File: config.mk
export PLATFORM = sky130hd
export DESIGN_NAME = rgb_window_streamer
export DESIGN_NICKNAME = d
export VERILOG_FILES = /design/src/rtl/win_pkg.sv /design/src/rtl/win_hdr_seq.sv /design/src/rtl/win_px_pack.sv /design/src/rtl/win_count.sv /design/src/rtl/rgb_window_streamer.sv
export SDC_FILE = /design/constraint.sdc
export NUM_CORES = 1
export LEC_CHECK = 0
export BUFFER_PORTS_ARGS = -buffer_cell sky130_fd_sc_hd__buf_2
export CORE_UTILIZATION = 55
export DETAILED_ROUTE_END_ITERATION = 12
export PLACE_DENSITY = 0.79
export SYNTH_ARGS = -nofsm -noshare
export SYNTH_HDL_FRONTEND = slang
export SYNTH_SLANG_ARGS = --single-unit
File: constraint.sdc
create_clock -name clk -period 3.6 [get_ports clk]
set_input_delay 0.9 -clock clk [delete_from_list [all_inputs] [get_ports clk]]
set_output_delay 0.9 -clock clk [all_outputs]
set_load 0.02 [all_outputs]
File: src/rtl/win_pkg.sv
package win_pkg;
   typedef enum logic [1:0] {
      ST_IDLE = 2'd0,
      ST_HDR  = 2'd1,
      ST_PIX  = 2'd2
   } wstate_t;

   localparam int HDR_LEN   = 7;
   localparam int HDR_IDX_W = 3;
   localparam int LANES     = 3;
endpackage

File: src/rtl/win_hdr_seq.sv
module win_hdr_seq
   import win_pkg::*;
#(
   parameter int COORD_W = 8,
   parameter int BYTE_W  = 8,
   parameter logic [BYTE_W-1:0] OP_ROW = 8'h75,
   parameter logic [BYTE_W-1:0] OP_COL = 8'h15,
   parameter logic [BYTE_W-1:0] OP_WR  = 8'h5C,
   parameter logic [COORD_W-1:0] ROW_SHIFT = 4
) (
   input  logic [HDR_IDX_W-1:0] idx_i,
   input  logic                 flip_i,
   input  logic [COORD_W-1:0]   col_a_i,
   input  logic [COORD_W-1:0]   col_b_i,
   input  logic [COORD_W-1:0]   row_a_i,
   input  logic [COORD_W-1:0]   row_b_i,
   output logic [BYTE_W-1:0]    byte_o,
   output logic                 is_data_o,
   output logic                 last_o
);
   logic [COORD_W-1:0] row_a_adj, row_b_adj;

   // flip moves both row addresses; wraps modulo the coordinate width
   assign row_a_adj = flip_i ? row_a_i + ROW_SHIFT : row_a_i;
   assign row_b_adj = flip_i ? row_b_i + ROW_SHIFT : row_b_i;

   always_comb begin
      byte_o    = '0;
      is_data_o = 1'b1;
      case (idx_i)
         3'd0: begin byte_o = OP_ROW; is_data_o = 1'b0; end
         3'd1: byte_o = BYTE_W'(row_a_adj);
         3'd2: byte_o = BYTE_W'(row_b_adj);
         3'd3: begin byte_o = OP_COL; is_data_o = 1'b0; end
         3'd4: byte_o = BYTE_W'(col_a_i);
         3'd5: byte_o = BYTE_W'(col_b_i);
         default: begin byte_o = OP_WR; is_data_o = 1'b0; end
      endcase
   end

   assign last_o = (idx_i == HDR_IDX_W'(HDR_LEN - 1));
endmodule

File: src/rtl/win_px_pack.sv
module win_px_pack
   import win_pkg::*;
#(
   parameter int PIX_W         = 32,
   parameter int BYTE_W        = 8,
   parameter int KEEP_BITS     = 6,
   parameter bit SRC_LSB_FIRST = 1'b1
) (
   input  logic              clk,
   input  logic              rst_n,
   input  logic              load_i,
   input  logic [PIX_W-1:0]  pix_i,
   input  logic              take_i,
   output logic              valid_o,
   output logic [BYTE_W-1:0] byte_o,
   output logic              last_o
);
   localparam int SHIFT = BYTE_W - KEEP_BITS;

   logic [BYTE_W-1:0] lane_in [LANES];
   logic [BYTE_W-1:0] lane_q  [LANES];
   logic [1:0]        sub_q;
   logic              full_q;
   logic [BYTE_W-1:0] dropped_lane;
   logic              pk_unused;

   generate
      if (SRC_LSB_FIRST) begin : g_lsb
         for (genvar k = 0; k < LANES; k++) begin : g_lane
            assign lane_in[k] = pix_i[k*BYTE_W +: BYTE_W] >> SHIFT;
         end
         assign dropped_lane = pix_i[PIX_W-1 -: BYTE_W];
      end else begin : g_msb
         for (genvar k = 0; k < LANES; k++) begin : g_lane
            assign lane_in[k] = pix_i[PIX_W-1-k*BYTE_W -: BYTE_W] >> SHIFT;
         end
         assign dropped_lane = pix_i[BYTE_W-1:0];
      end
   endgenerate

   // the fourth lane and low shifted-out bits carry no meaning downstream
   assign pk_unused = ^dropped_lane;

   always_ff @(posedge clk) begin
      if (!rst_n) begin
         full_q <= 1'b0;
         sub_q  <= '0;
         for (int k = 0; k < LANES; k++) lane_q[k] <= '0;
      end else if (load_i) begin
         full_q <= 1'b1;
         sub_q  <= '0;
         for (int k = 0; k < LANES; k++) lane_q[k] <= lane_in[k];
      end else if (take_i) begin
         if (sub_q == 2'(LANES - 1)) full_q <= 1'b0;
         else                        sub_q  <= sub_q + 2'd1;
      end
   end

   assign valid_o = full_q;
   assign byte_o  = lane_q[sub_q];
   assign last_o  = (sub_q == 2'(LANES - 1));

   a_r3_msbs_clear: assert property (@(posedge clk) disable iff (!rst_n)
      $rose(full_q) |-> (byte_o >> KEEP_BITS) == '0)
      else $error("R3: packed lane keeps bits above the panel depth");
endmodule

File: src/rtl/win_count.sv
module win_count #(
   parameter int COORD_W = 8
) (
   input  logic               clk,
   input  logic               rst_n,
   input  logic               init_i,
   input  logic               step_i,
   input  logic [COORD_W-1:0] col_a_i,
   input  logic [COORD_W-1:0] col_b_i,
   input  logic [COORD_W-1:0] row_a_i,
   input  logic [COORD_W-1:0] row_b_i,
   output logic               all_in_o
);
   logic [COORD_W-1:0] col_q, row_q, col_start_q;
   logic               all_in_q;

   always_ff @(posedge clk) begin
      if (!rst_n) begin
         col_q       <= '0;
         row_q       <= '0;
         col_start_q <= '0;
         all_in_q    <= 1'b0;
      end else if (init_i) begin
         col_q       <= col_a_i;
         row_q       <= row_a_i;
         col_start_q <= col_a_i;
         all_in_q    <= 1'b0;
      end else if (step_i) begin
         if (col_q == col_b_i) begin
            col_q <= col_start_q;
            if (row_q == row_b_i) all_in_q <= 1'b1;
            else                  row_q    <= row_q + 1'b1;
         end else begin
            col_q <= col_q + 1'b1;
         end
      end
   end

   assign all_in_o = all_in_q;

   a_r5_no_step_after_end: assert property (@(posedge clk) disable iff (!rst_n)
      all_in_q |-> !step_i)
      else $error("R5: pixel accepted past the end of the region");
endmodule

File: src/rtl/rgb_window_streamer.sv
module rgb_window_streamer
   import win_pkg::*;
#(
   parameter int COORD_W       = 8,
   parameter int BYTE_W        = 8,
   parameter int PIX_W         = 32,
   parameter int KEEP_BITS     = 6,
   parameter int PANEL_H       = 128,
   parameter int FLIP_BASE     = 132,
   parameter int MAX_COLS      = 160,
   parameter bit SRC_LSB_FIRST = 1'b1,
   parameter logic [BYTE_W-1:0] OP_ROW = 8'h75,
   parameter logic [BYTE_W-1:0] OP_COL = 8'h15,
   parameter logic [BYTE_W-1:0] OP_WR  = 8'h5C
) (
   input  logic               clk,
   input  logic               rst_n,
   input  logic               start_i,
   input  logic               flip_i,
   input  logic [COORD_W-1:0] col_first_i,
   input  logic [COORD_W-1:0] col_last_i,
   input  logic [COORD_W-1:0] row_first_i,
   input  logic [COORD_W-1:0] row_last_i,
   input  logic               pix_valid_i,
   output logic               pix_ready_o,
   input  logic [PIX_W-1:0]   pix_data_i,
   output logic               out_valid_o,
   input  logic               out_ready_i,
   output logic [BYTE_W-1:0]  out_byte_o,
   output logic               out_is_data_o,
   output logic               busy_o,
   output logic               done_o
);
   localparam logic [COORD_W-1:0] ROW_SHIFT = COORD_W'(FLIP_BASE - PANEL_H);

   generate
      if (PANEL_H > FLIP_BASE) begin : g_bad_height
         $error("PANEL_H must not exceed FLIP_BASE");
      end
      if (MAX_COLS > (1 << COORD_W)) begin : g_bad_cols
         $error("MAX_COLS does not fit the coordinate width");
      end
      if (PIX_W < LANES * BYTE_W + 1) begin : g_bad_pix
         $error("PIX_W must hold three lanes plus a discarded lane");
      end
      if (KEEP_BITS > BYTE_W) begin : g_bad_keep
         $error("KEEP_BITS wider than a byte");
      end
   endgenerate

   wstate_t              state_q;
   logic [HDR_IDX_W-1:0] idx_q;
   logic [COORD_W-1:0]   ca_q, cb_q, ra_q, rb_q;
   logic                 flip_q, done_q;

   logic [BYTE_W-1:0] hdr_byte, pk_byte;
   logic              hdr_is_data, hdr_last;
   logic              pk_valid, pk_last, all_in;
   logic              pix_load, pk_take, finish, init;

   win_hdr_seq #(
      .COORD_W(COORD_W), .BYTE_W(BYTE_W),
      .OP_ROW(OP_ROW), .OP_COL(OP_COL), .OP_WR(OP_WR),
      .ROW_SHIFT(ROW_SHIFT)
   ) u_hdr (
      .idx_i(idx_q), .flip_i(flip_q),
      .col_a_i(ca_q), .col_b_i(cb_q), .row_a_i(ra_q), .row_b_i(rb_q),
      .byte_o(hdr_byte), .is_data_o(hdr_is_data), .last_o(hdr_last)
   );

   win_px_pack #(
      .PIX_W(PIX_W), .BYTE_W(BYTE_W), .KEEP_BITS(KEEP_BITS),
      .SRC_LSB_FIRST(SRC_LSB_FIRST)
   ) u_pack (
      .clk(clk), .rst_n(rst_n), .load_i(pix_load), .pix_i(pix_data_i),
      .take_i(pk_take), .valid_o(pk_valid), .byte_o(pk_byte), .last_o(pk_last)
   );

   win_count #(.COORD_W(COORD_W)) u_cnt (
      .clk(clk), .rst_n(rst_n), .init_i(init), .step_i(pix_load),
      .col_a_i(col_first_i), .col_b_i(cb_q),
      .row_a_i(row_first_i), .row_b_i(rb_q),
      .all_in_o(all_in)
   );

   assign init        = (state_q == ST_IDLE) && start_i;
   assign pix_ready_o = (state_q == ST_PIX) && !all_in &&
                        (!pk_valid || (pk_last && out_ready_i));
   assign pix_load    = pix_valid_i && pix_ready_o;
   assign pk_take     = (state_q == ST_PIX) && pk_valid && out_ready_i;
   assign finish      = pk_take && pk_last && all_in;

   always_comb begin
      out_valid_o   = 1'b0;
      out_byte_o    = '0;
      out_is_data_o = 1'b0;
      if (state_q == ST_HDR) begin
         out_valid_o   = 1'b1;
         out_byte_o    = hdr_byte;
         out_is_data_o = hdr_is_data;
      end else if (state_q == ST_PIX) begin
         out_valid_o   = pk_valid;
         out_byte_o    = pk_byte;
         out_is_data_o = 1'b1;
      end
   end

   always_ff @(posedge clk) begin
      if (!rst_n) begin
         state_q <= ST_IDLE;
         idx_q   <= '0;
         ca_q    <= '0;
         cb_q    <= '0;
         ra_q    <= '0;
         rb_q    <= '0;
         flip_q  <= 1'b0;
         done_q  <= 1'b0;
      end else begin
         done_q <= 1'b0;
         case (state_q)
            ST_IDLE: if (start_i) begin
               ca_q    <= col_first_i;
               cb_q    <= col_last_i;
               ra_q    <= row_first_i;
               rb_q    <= row_last_i;
               flip_q  <= flip_i;
               idx_q   <= '0;
               state_q <= ST_HDR;
            end
            ST_HDR: if (out_ready_i) begin
               if (hdr_last) state_q <= ST_PIX;
               else          idx_q   <= idx_q + 1'b1;
            end
            ST_PIX: if (finish) begin
               state_q <= ST_IDLE;
               done_q  <= 1'b1;
            end
            default: state_q <= ST_IDLE;
         endcase
      end
   end

   assign busy_o = (state_q != ST_IDLE);
   assign done_o = done_q;

   a_r4_cmd_blocks_source: assert property (@(posedge clk) disable iff (!rst_n)
      (out_valid_o && !out_is_data_o) |-> !pix_ready_o)
      else $error("R4: source ready during preamble");

   a_r7_stall_holds: assert property (@(posedge clk) disable iff (!rst_n)
      (out_valid_o && !out_ready_i) |=>
         (out_valid_o && $stable(out_byte_o) && $stable(out_is_data_o)))
      else $error("R7: output changed under stall");

   a_r7_stall_no_ready: assert property (@(posedge clk) disable iff (!rst_n)
      (out_valid_o && !out_ready_i) |-> !pix_ready_o)
      else $error("R7: source ready while output stalled");

   a_r8_done_single: assert property (@(posedge clk) disable iff (!rst_n)
      done_o |=> !done_o)
      else $error("R8: done longer than one cycle");

   a_r8_done_idle: assert property (@(posedge clk) disable iff (!rst_n)
      done_o |-> !busy_o)
      else $error("R8: busy still high with done");

   a_r9_busy_from_start: assert property (@(posedge clk) disable iff (!rst_n)
      $rose(busy_o) |-> $past(start_i))
      else $error("R9: transfer began without a start request");
endmodule

After elaboration in Yosys (flattened, before gate mapping):

Memory sizes are Yosys's and may differ from the RTL's. A register that Yosys moved wholly into a read port is not among the register bits.
Index checks and enable logic that the tools add are counted.

* $add $sub $neg: 6
* eq/ne operators: 17
* muxes and demuxes: 39
* bitwise gates (word level): 5
* reduce and logical (&&, ||, !) cells: 31

Operator list (number)
* $mux 8: 11
* $pmux 8 s6: 1
* $mux 6: 3
* $add 8x1->8 const B: 2
* $add 8x3->8 const B: 2
* $eq 8x8->1: 2
* $mux 1: 13
* $mux 2: 6
* $ne 2x2->1 const B: 6
* $reduce_bool 2->1: 6
* $eq 3x3->1 const B: 3
* $logic_and 1x1->1: 9
* $mux 3: 3
* $reduce_and 2->1: 4
* $reduce_and 4->1: 2
* $eq 3x2->1 const B: 2
* $pmux 2 s3: 1
* $pmux 3 s2: 1
* $reduce_and 3->1: 2
* $eq 2x2->1 const B: 2
* $reduce_or 2->1: 2
* $reduce_or 4->1: 1
* $add 3x1->3 const B: 1
* $eq 3x1->1 const B: 1
* other kinds (8): 12

* register bits: 67
* memory bits (writable): 18
* input bits: 70
* output and inout bits: 13
* word-level logic and storage cells: 113
* memories kept: 1

Memory list
* u_pack.lane_q: depth 3, bits a word 6, rd ports 1, clocked after Yosys merged registers in 1, write ports 3, line win_px_pack.sv:21 `logic [BYTE_W-1:0] lane_q [LANES];`

Depth between registers and ports, before layout:

Gate-level depths: netlist of the first run.

* depth after elaboration: 9
* gate-level depth with buffers: 8
* depth with buffers taken out: 7

By module:

A second synthesis of the first run with hierarchy kept.

* cell total of the unflattened synthesis: 541
* area total of the unflattened synthesis: 4860.9 um^2

Modules (own cells, without submodules)
* win_count: instances 1, cells each 187, area an instance 1644.1 um^2, sequential area each 500.5 um^2
* rgb_window_streamer: instances 1, cells each 194, area an instance 1640.3 um^2, sequential area each 780.7 um^2
* win_px_pack: instances 1, cells each 80, area an instance 1007.2 um^2, sequential area each 640.6 um^2
* win_hdr_seq: instances 1, cells each 80, area an instance 569.3 um^2, sequential area each 0.0 um^2

Least setup slack after synthesis of the first run:

Ideal clock, no wire load.

* path type: flip-flop to output port
* start point: register idx_q[1]
* end point: output out_byte_o[7]
* data arrival time: 1.880 ns
* required time: 2.700 ns
* path slack: 0.820 ns
* cell stages (with the launch flop): 7
* path buffers: 2
* cells stage by stage: dfxtp_1 > inv_1 > ha_1 > clkbuf_1 > buf_1 > a221oi_1 > nor4_1

* word-level cells in the longest chain between the ends: 3
* elaborated cells between the ends (all ways): 8
* classes of those cells: eq/ne (5); mux (2); reduce/logical (1)

RTL lines
* start, declared: line rgb_window_streamer.sv:52 `logic [HDR_IDX_W-1:0] idx_q;`
* start signal, assigned: line rgb_window_streamer.sv:132 `else idx_q <= idx_q + 1'b1;`
* $eq 3x3->1 (tied with other cells): line win_hdr_seq.sv:30 `case (idx_i)`
* $pmux 8 s6 (*): line win_hdr_seq.sv:30
* $mux 8 (*): line rgb_window_streamer.sv:97 `if (state_q == ST_HDR) begin`
* end, declared: line rgb_window_streamer.sv:29 `output logic [BYTE_W-1:0] out_byte_o,`

Every way passes the cells marked *; elsewhere a longest branch is shown, timed or not.

Final worst setup path of the first run:

* start point: register idx_q[2]
* end point: output out_byte_o[0]

The elaborated chain is that of the path after synthesis.

==> results by group, run 1 <==
Clock tree
  • CTS tree: done
  • Max clock buf depth: 2
  • CTS root buffer: clkbuf_8
  • Post-CTS sizing: 0
  • Clock Latency Late Sink: ~0.36 ns
  • CTS Buf Count: 9
  • Setup Buffers After CTS: 0
  • Worst-path clk slew: approximately 0.080 ns
  • Clock sinks: just under 80
  • Post-CTS Hold Buffers: 0
  • H-tree level count: 3

Timing
  • RSZ-0062 raised after global routing: no
  • Worst Clk Skew: a little under 0.009 ns
  • Final hold vios: 0
  • Crit share post-route: 0.938
  • Slew Limit Headroom: 0.289
  • Setup violators final: 0
  • Worst Tran Pin Value: 1.06 ns
  • Worst hold margin: about 0.47 ns
  • Clock period minus worst slack: roughly 3.4 ns
  • Peak Freq: 0.296 GHz
  • Setup TNS: 0 ns
  • Fin. max-slew vios: 0

Synthesis
  • Post-Syn Area: between 4000 and 5000 µm²
  • Yosys top cell area share: 0.284
  • Post-synth net total: roughly 600
  • Top cells by area, synth: dfxtp_1 (28%), edfxtp_1 (13%), nand2_1 (7.7%)
  • Yosys warns: 0
  • Most frequent cell after synthesis: nand2_1
  • Ys flop type: dfxtp_1
  • Top cells by count, synth: nand2_1 (88), dfxtp_1 (61), a21oi_1 (49)
  • Synth cell types: 63
  • FFs w/ async S/R, synth: 0
  • Synthesized instance count: 515
  • Number of synthesized register bits: between 70 and 80
  • Mean Syn Cell Area: between 8 and 9 µm²
  • Cell type with the largest total area after synthesis: dfxtp_1
  • Post-synth EDFFs: 18
  • Seq/Total Area, Yosys: 0.410

Setup path
  • Crit path DAT: 2.48 ns
  • Required @ worst endpoint: 2.70 ns
  • CP Capture Type: output pin
  • CP Class: register to output pin
  • CP Max Fanout: 15
  • Crit start category: register

Run
  • Max Cap Violations: 0

Power
  • VDD IR-drop max: 0.316 mV
  • Leak: 0.00181 µW
  • Gate power share: 0.143
  • Internal: about 1400 µW
  • Sequential share of power: 0.516
  • Pwr/cell area: roughly 400 nW/µm²
  • Psw: ~540 µW
  • Clk pwr share: 0.341
  • Total power: roughly 1900 µW
  • Sw frac: 0.281

Placement
  • PortBufs: 68
  • DP HPWL: 7.64 mm
  • Placer Congestion: roughly 0.95
  • Dpl cell area: 4640 µm²

Finish
  • Diodes inserted: 0
  • Area grow syn2layout: 12.6%
  • Design Area, Final: slightly below 5000 µm²
  • Share of cells above drive strength 1: 0.176
  • Filler instances: 657
  • Final net count: ~640
  • Multi-input gate area: approximately 2400 µm²
  • FF+latch area: about 1800 µm²

Floorplanning
  • Floorplan die height: around 90 µm
  • Core area: 7410 µm²
  • # IOs: 83
  • Die area: around 8000 µm²
  • # rows: 31
  • Die W: between 90 and 100 µm
  • Initial core utilization: 0.580

Routing
  • Vias: roughly 4000
  • Drt first pass iters: 5
  • Highest Signal Layer: met4
  • Wl on met1: around 4.6 mm
  • ANT nets after route: 0
  • DR WL/cell: approximately 16 µm
  • Initial DRC Count: roughly 210
  • # DRC: 0
  • Met3 wire length: around 700 µm
  • Final WL: 10.8 mm
  • DR vias/cell: 6.00
  • Met2 WL: about 5.2 mm

Global route
  • Wire length of the first global-routing pass: 18.1 mm
  • Largest net degree at the start of global routing: 55
  • Vias in the first global route: about 3900
  • Initial antenna violation count: 0
  • GR Util All Layers: 0.275
  • Grt total ovfl: 0

Hold path
  • Hold Path Class: register to register

Run status
  • Status: complete, no violations
final timing paths:
path / startpoint / to / slack, ns / cells past startpoint
setup / recovery: idx_q[2]$_SDFFE_PN0P_ / out_byte_o[0] / 0.22 / 6
hold / removal: ra_q[1]$_SDFFE_PN0P_ / ra_q[1]$_SDFFE_PN0P_ / 0.47 / 2
setup reg to reg: state_q[1]$_SDFFE_PN0P_ / u_cnt.row_q[5]$_SDFFE_PN0P_ / 1.26 / 5
hold reg to reg: ra_q[1]$_SDFFE_PN0P_ / ra_q[1]$_SDFFE_PN0P_ / 0.47 / 2
layer usage:
metal | track usage | vias to the layer above
li1 | - | 1943
met1 | 0.338 | 1886
met2 | 0.458 | 150
met3 | 0.0766 | 24
met4 | 0.101 | 0
met5 | 0 | -
cells in the final DEF, fill, tap and decap left out, types with 4 or more instances in the layout:
cell type,Yosys,layout
a211oi_1,4,4
a21oi_1,49,49
a221oi_1,10,10
a31oi_1,11,11
and2_1,22,22
buf_2,5,68
buf_4,3,4
clkbuf_8,0,10
dfxtp_1,61,61
edfxtp_1,18,18
ha_1,10,10
inv_1,7,7
mux2i_1,7,7
nand2_1,88,88
nand2b_1,4,4
nand3_1,9,9
nand4_1,15,15
nor2_1,36,36
nor3_1,8,8
nor4_1,4,4
o21ai_0,22,22
o22ai_1,4,4
o31ai_1,4,4
or4_1,6,6
xnor2_1,22,22
kinds of logic (layout without fill, tap and decap cells):
group / Yosys count / after routing / synth area share
multiplexers: 9 / 9 / 0.0215
XOR/XNOR: 25 / 25 / 0.0527
AND/OR/NAND/NOR: 215 / 215 / 0.246
adder cells (fa/ha/maj): 10 / 10 / 0.0291
flip-flops: 79 / 79 / 0.410
AO/OA/AOI/OAI: 133 / 133 / 0.197
buffers and inverters: 44 / 97 / 0.0442
cell type report:
cell class | count | area share
clock buffer | 11 | 0.0292
inverter | 9 | 0.00698
clock inverter | 5 | 0.0119
multi-input combinational | 392 | 0.486
tap | 99 | 0.0256
timing repair buffer | 72 | 0.0765
sequential | 79 | 0.364
registers in the layout, summed over array words and instances (netlist names), named ones only:
register and count:
done_o 1, rb_q 8, u_cnt.col_q 8, flip_q 1, idx_q 3, state_q 2
ra_q 8, u_cnt.all_in_o 1, u_pack.valid_o 1, u_cnt.row_q 8, cb_q 8, u_pack.sub_q 2
ca_q 8, u_pack.lane_q 18
per-stage QoR:
stage          setup slack, ns   util  cells
5_1_grt                 0.0700  0.653    667
3_5_place_dp             0.626  0.626    651
3_3_place_gp             0.692  0.626    651
2_1_floorplan            0.820      -    515
6_report                 0.223  0.653    667
4_1_cts                  0.223  0.653    667
power by group through the flow:
stage | clock network (µW) | logic, µW | registers, µW
2_1_floorplan | 0 | 209 | 998
3_3_place_gp | 0 | 264 | 1020
3_5_place_dp | 0 | 272 | 1020
4_1_cts | 673 | 274 | 1000
5_1_grt | 710 | 308 | 1010
6_report | 662 | 277 | 1000
critical path, cell delays in order, from the launching register on:
cell and delay [ns]:
dfxtp_1 0.62, clkinv_1 0.37, ha_1 0.34, or3_1 0.41, nand2_1 0.11, o32ai_1 0.10
buf_2 0.18
Note: power is estimated with default switching activity, not from simulation.
==> inputs of run 2 (changes only) <==
--- a/config.mk
+++ b/config.mk
@@ -6,6 +6,7 @@
 export NUM_CORES = 1
 export LEC_CHECK = 0
 export BUFFER_PORTS_ARGS = -buffer_cell sky130_fd_sc_hd__buf_2
+export CORE_ASPECT_RATIO = 0.6
 export CORE_UTILIZATION = 55
 export DETAILED_ROUTE_END_ITERATION = 12
 export PLACE_DENSITY = 0.79
==> run 2 against run 1 <==
Compared with the run above: maximum frequency fell by 2.7%; sequential share of layout area fell by 0.56 points; utilization rose by 0.94 points; die area rose by 0.14%; count of clock-buffer cells in the layout rose by 1; critical path type unchanged.
==> results by group, run 2 (same netlist as run 1, synthesis figures left out) <==
Clock tree
  • H-tree level count: 3
  • Worst-path clk slew: roughly 0.060 ns
  • Clock Latency Late Sink: between 0.3 and 0.4 ns
  • Max clock buf depth: 2
  • Post-CTS sizing: 0
  • CTS root buffer: clkbuf_16
  • Clock sinks: between 70 and 80
  • CTS Buf Count: 9
  • Post-CTS Hold Buffers: 0
  • Setup Buffers After CTS: 0
  • CTS tree: done

Placement
  • Placer Congestion: 0.912
  • Dpl cells: about 660
  • DP HPWL: ~8.4 mm
  • PortBufs: 68

Setup path
  • Crit-path max cell delay: approximately 0.38 ns
  • R2R Path Start: state_q[1]$_SDFFE_PN0P_
  • Crit start category: register
  • CP Class: register to output pin
  • Crit path DAT: 2.57 ns
  • CP Capture Type: output pin
  • Slowest-stage cell, CP: dfxtp_1
  • Worst r2r dst: u_pack.lane_q[2][5]$_SDFFCE_PN0P_
  • CP Max Fanout: 12
  • Required @ worst endpoint: approximately 2.7 ns
  • Critical Path, Cell by Cell: inv_1 > ha_1 > nor2b_1 > or2_2 > or3_1 > a31oi_1 > buf_2
  • Cell depth of the worst flop-to-flop path: 4
  • R2R setup slack: about 1.1 ns

Finish
  • Commonest non-fill, non-tap cell in the layout: nand2_1
  • Max FFs per register: 18
  • Most flops, register: u_pack.lane_q
  • Share of cells above drive strength 1: 0.173
  • Area grow syn2layout: 14.4%
  • Post-route insts no fill: around 670
  • Multi-input gate area: about 2400 µm²
  • FF+latch area: 1760 µm²
  • Diodes inserted: 0
  • Filler instances: 634
  • Final net count: 643
  • Most frequent cells in the layout: nand2_1 (88), buf_2 (68), dfxtp_1 (61)

Hold path
  • Hold endpoint: ra_q[1]$_SDFFE_PN0P_
  • Hold path cells: 2
  • Hold Crit Start: ra_q[1]$_SDFFE_PN0P_
  • Hold Path Class: register to register

Timing
  • Slew Limit Headroom: 0.263
  • Final hold vios: 0
  • Setup TNS: 0 ns
  • RSZ-0062 raised after global routing: no
  • Worst Tran Pin Value: between 1 and 1.5 ns
  • Crit share post-route: 0.965
  • Fin. max-slew vios: 0
  • Worst Clk Skew: 0.00655 ns
  • Clock period minus worst slack: 3.47 ns
  • Setup violators final: 0
  • Peak Freq: around 0.29 GHz

Global route
  • Grt total ovfl: 0
  • Vias in the first global route: approximately 3800
  • Largest net degree at the start of global routing: 55
  • Initial antenna violation count: 0
  • GR Util All Layers: 0.308
  • Wire length of the first global-routing pass: between 15 and 20 mm

Run status
  • Status: complete, no violations

Floorplanning
  • # rows: 24
  • Floorplan die height: roughly 70 µm
  • Die area: around 8200 µm²
  • Core area: about 7400 µm²
  • Die W: 116 µm
  • # IOs: 83
  • Initial core utilization: 0.579

Routing
  • DR WL/cell: approximately 17 µm
  • Initial DRC Count: 350
  • ANT nets after route: 0
  • DR vias/cell: 6.11
  • Drt first pass iters: 6
  • Final WL: between 10 and 15 mm
  • Vias: slightly above 4000
  • # DRC: 0

Run
  • Max Cap Violations: 0

Power
  • Leak: ~0.0019 µW
  • Pwr/cell area: between 400 and 500 nW/µm²
  • VDD IR-drop max: 0.283 mV
## run 2: cell type report
cell class                      count  area share
Clock buffer                       12      0.0502
Clock inverter                      4     0.00433
Inverter                            9     0.00687
Multi-Input combinational cell    392       0.478
Sequential cell                    79       0.358
Tap cell                          104      0.0265
Timing Repair Buffer               72      0.0754
## run 2: worst max-delay path by stage
stage / startpoint / endpoint / slack [ns] / cells after the start
after floorplan: idx_q[1]$_SDFFE_PN0P_ / out_byte_o[7] / 0.82 / 6
after global placement: idx_q[0]$_SDFFE_PN0P_ / out_byte_o[6] / 0.62 / 7
after detailed placement: idx_q[0]$_SDFFE_PN0P_ / out_byte_o[6] / 0.54 / 7
after CTS: idx_q[0]$_SDFFE_PN0P_ / out_byte_o[6] / 0.17 / 7
after global routing: idx_q[0]$_SDFFE_PN0P_ / out_byte_o[6] / 0.06 / 7
final: idx_q[0]$_SDFFE_PN0P_ / out_byte_o[6] / 0.13 / 7
## run 2: stage by stage
| stage | utilization | instance area, µm² | power, µW | hold slack (ns) | setup WS, ns |
|---|---|---|---|---|---|
| after floorplan | - | 4300 | 1210 | 0.436 | 0.820 |
| after global placement | 0.627 | 4650 | 1290 | 0.460 | 0.615 |
| after detailed placement | 0.627 | 4650 | 1300 | 0.462 | 0.537 |
| after CTS | 0.663 | 4910 | 2120 | 0.469 | 0.174 |
| after global routing | 0.663 | 4910 | 2200 | 0.504 | 0.0593 |
| final | 0.663 | 4910 | 2120 | 0.473 | 0.128 |
## run 2: routing by layer
| layer | vias up | global-route usage | wire length (µm) |
|---|---|---|---|
| met5 | - | 0 | 0 |
| met4 | 0 | 0.0926 | 161 |
| met1 | 1960 | 0.441 | 5440 |
| met3 | 19 | 0.0964 | 1070 |
| li1 | 1944 | - | - |
| met2 | 185 | 0.440 | 4960 |
## run 2: worst max-delay path: cells and delay by family (launching register included)
family / cells / cell delay, ns
buffers and inverters: 2 / 0.31
flip-flops: 1 / 0.38
AND/OR/NAND/NOR: 3 / 0.92
adder cells (fa/ha/maj): 1 / 0.36
AO/OA/AOI/OAI: 1 / 0.28
## run 2: report_power, final
group          internal, µW  switching, µW
logic                   111            172
clock network           481            350
registers               949           58.1
total                  1540            580
==> inputs of run 3 (changes only) <==
--- a/config.mk
+++ b/config.mk
@@ -8,8 +8,10 @@
 export BUFFER_PORTS_ARGS = -buffer_cell sky130_fd_sc_hd__buf_2
 export CORE_ASPECT_RATIO = 0.6
 export CORE_UTILIZATION = 55
+export CTS_BUF_LIST = sky130_fd_sc_hd__clkbuf_16
 export DETAILED_ROUTE_END_ITERATION = 12
 export PLACE_DENSITY = 0.79
+export REMOVE_ABC_BUFFERS = 1
 export SYNTH_ARGS = -nofsm -noshare
 export SYNTH_HDL_FRONTEND = slang
 export SYNTH_SLANG_ARGS = --single-unit
==> run 3 against run 2 <==
Compared with the run above: clock skew up 0.0030 ns; maximum frequency down 0.17%; count of clock-buffer cells in the layout down 3; hold slack worse by 0.0081 ns; final cell count up 0.15%; sequential power about the same; die area unchanged; global-route usage down 1.4 points; final area up 0.41%.
==> results by group, run 3 (same netlist as run 1, synthesis figures left out) <==
Run status
  • Status: complete, no violations

Timing
  • Clock period minus worst slack: between 3 and 4 ns
  • Worst Tran Pin Value: between 0.8 and 0.9 ns
  • Fin. max-slew vios: 0
  • Final hold vios: 0
  • RSZ-0062 raised after global routing: no
  • Worst Clk Skew: about 0.0096 ns
  • Setup TNS: 0 ns
  • Crit share post-route: 0.966
  • Setup violators final: 0
  • Peak Freq: 0.287 GHz
  • Slew Limit Headroom: 0.432

Global route
  • Vias in the first global route: between 3000 and 4000
  • Grt total ovfl: 0
  • Wire length of the first global-routing pass: around 18 mm
  • Largest net degree at the start of global routing: between 40 and 50
  • Initial antenna violation count: 0
  • GR Util All Layers: 0.294

Floorplanning
  • Die W: between 100 and 150 µm
  • # IOs: 83
  • Floorplan die height: between 70 and 80 µm
  • # rows: 24
  • Die area: 8180 µm²
  • Core area: 7420 µm²
  • Initial core utilization: 0.579

Setup path
  • CP Capture Type: output pin
  • R2R Path Start: state_q[1]$_SDFFE_PN0P_
  • Slowest-stage cell, CP: dfxtp_1
  • CP startpoint: idx_q[0]$_SDFFE_PN0P_
  • Crit-path max cell delay: between 0.3 and 0.4 ns
  • CP Max Fanout: 12
  • Critical Path, Cell by Cell: inv_1 > ha_1 > nor2b_1 > or2_2 > or3_1 > a31oi_1 > buf_2
  • Crit path DAT: 2.58 ns
  • Crit start category: register
  • Required @ worst endpoint: 2.70 ns
  • CP Class: register to output pin

Routing
  • Initial DRC Count: roughly 330
  • DR WL/cell: 17.1 µm
  • ANT nets after route: 0
  • Vias: roughly 4100
  • Final WL: 11.5 mm
  • DR vias/cell: roughly 6.1
  • # DRC: 0
  • Drt first pass iters: 5

Power
  • Pwr/cell area: 439 nW/µm²
  • VDD IR-drop max: slightly above 0.3 mV
  • Leak: 0.00187 µW

Clock tree
  • H-tree level count: 3
  • Worst-path clk slew: about 0.070 ns
  • Max clock buf depth: 2
  • Clock Latency Late Sink: about 0.35 ns
  • CTS tree: done
  • CTS root buffer: clkbuf_16
  • Post-CTS Hold Buffers: 0
  • Post-CTS sizing: 0
  • Clock sinks: between 70 and 80
  • Setup Buffers After CTS: 0
  • CTS Buf Count: 9

Finish
  • Final net count: between 600 and 700
  • Area grow syn2layout: 14.8%
  • Most flops, register: u_pack.lane_q
  • Share of cells above drive strength 1: 0.179
  • Diodes inserted: 0
  • Commonest non-fill, non-tap cell in the layout: nand2_1
  • Max FFs per register: 18
  • Most frequent cells in the layout: nand2_1 (88), buf_2 (68), dfxtp_1 (61)
  • Fin util: 0.665

Placement
  • PortBufs: around 70
  • Placer Congestion: roughly 0.95
  • DP HPWL: 8.04 mm

Hold path
  • Hold Path Class: register to register
  • Hold Crit Start: ra_q[1]$_SDFFE_PN0P_

Run
  • Max Cap Violations: 0
-- run 3: through the flow --
stage          setup WS [ns]  cell area [µm²]  total power, µW  hold WS (ns)  instances
6_report               0.122             4930             2170         0.465        673
3_5_place_dp           0.559             4650             1300         0.454        657
5_1_grt               0.0276             4930             2240         0.490        673
4_1_cts                0.159             4930             2160         0.463        673
3_3_place_gp           0.639             4650             1290         0.447        657
2_1_floorplan         -0.223             4140             1190         0.436        480
-- run 3: metal layers --
layer,up-vias,track usage,share of wire
met5,-,0,0
met4,0,0.0983,0.012
met3,17,0.0738,0.097
met2,196,0.437,0.43
met1,1911,0.415,0.46
li1,1950,-,-
-- run 3: worst paths after layout --
| check | end | slack, ns | depth (start not counted) |
|---|---|---|---|
| worst min register to register | ra_q[1]$_SDFFE_PN0P_ | 0.47 | 2 |
| worst min-delay path | ra_q[1]$_SDFFE_PN0P_ | 0.47 | 2 |
| worst max-delay path | out_byte_o[6] | 0.12 | 7 |
| worst max register to register | u_pack.lane_q[1][4]$_SDFFCE_PN0P_ | 1.08 | 3 |
-- run 3: layout make-up --
type                            count  area [µm²]
Tap cell                          104         130
Inverter                            9        33.8
Clock buffer                        9         225
Clock inverter                      7        55.1
Timing Repair Buffer               73         378
Fill cell                         651        2480
Multi-Input combinational cell    392        2350
Sequential cell                    79        1760
-- run 3: critical path: cells and delay by family, from the launching register on --
kind / cells / cell delay (ns)
AOI/OAI and AO/OA: 1 / 0.25
adders and majority gates: 1 / 0.37
buffers and inverters: 2 / 0.31
DFF: 1 / 0.39
and+or+nand+nor: 3 / 0.92
-- run 3: power by group --
group,internal [µW],leakage [µW],switching [µW]
clock,476,0.000139,399
combinational,112,0.00104,177
sequential,948,0.000686,55.6
total,1540,0.00187,631
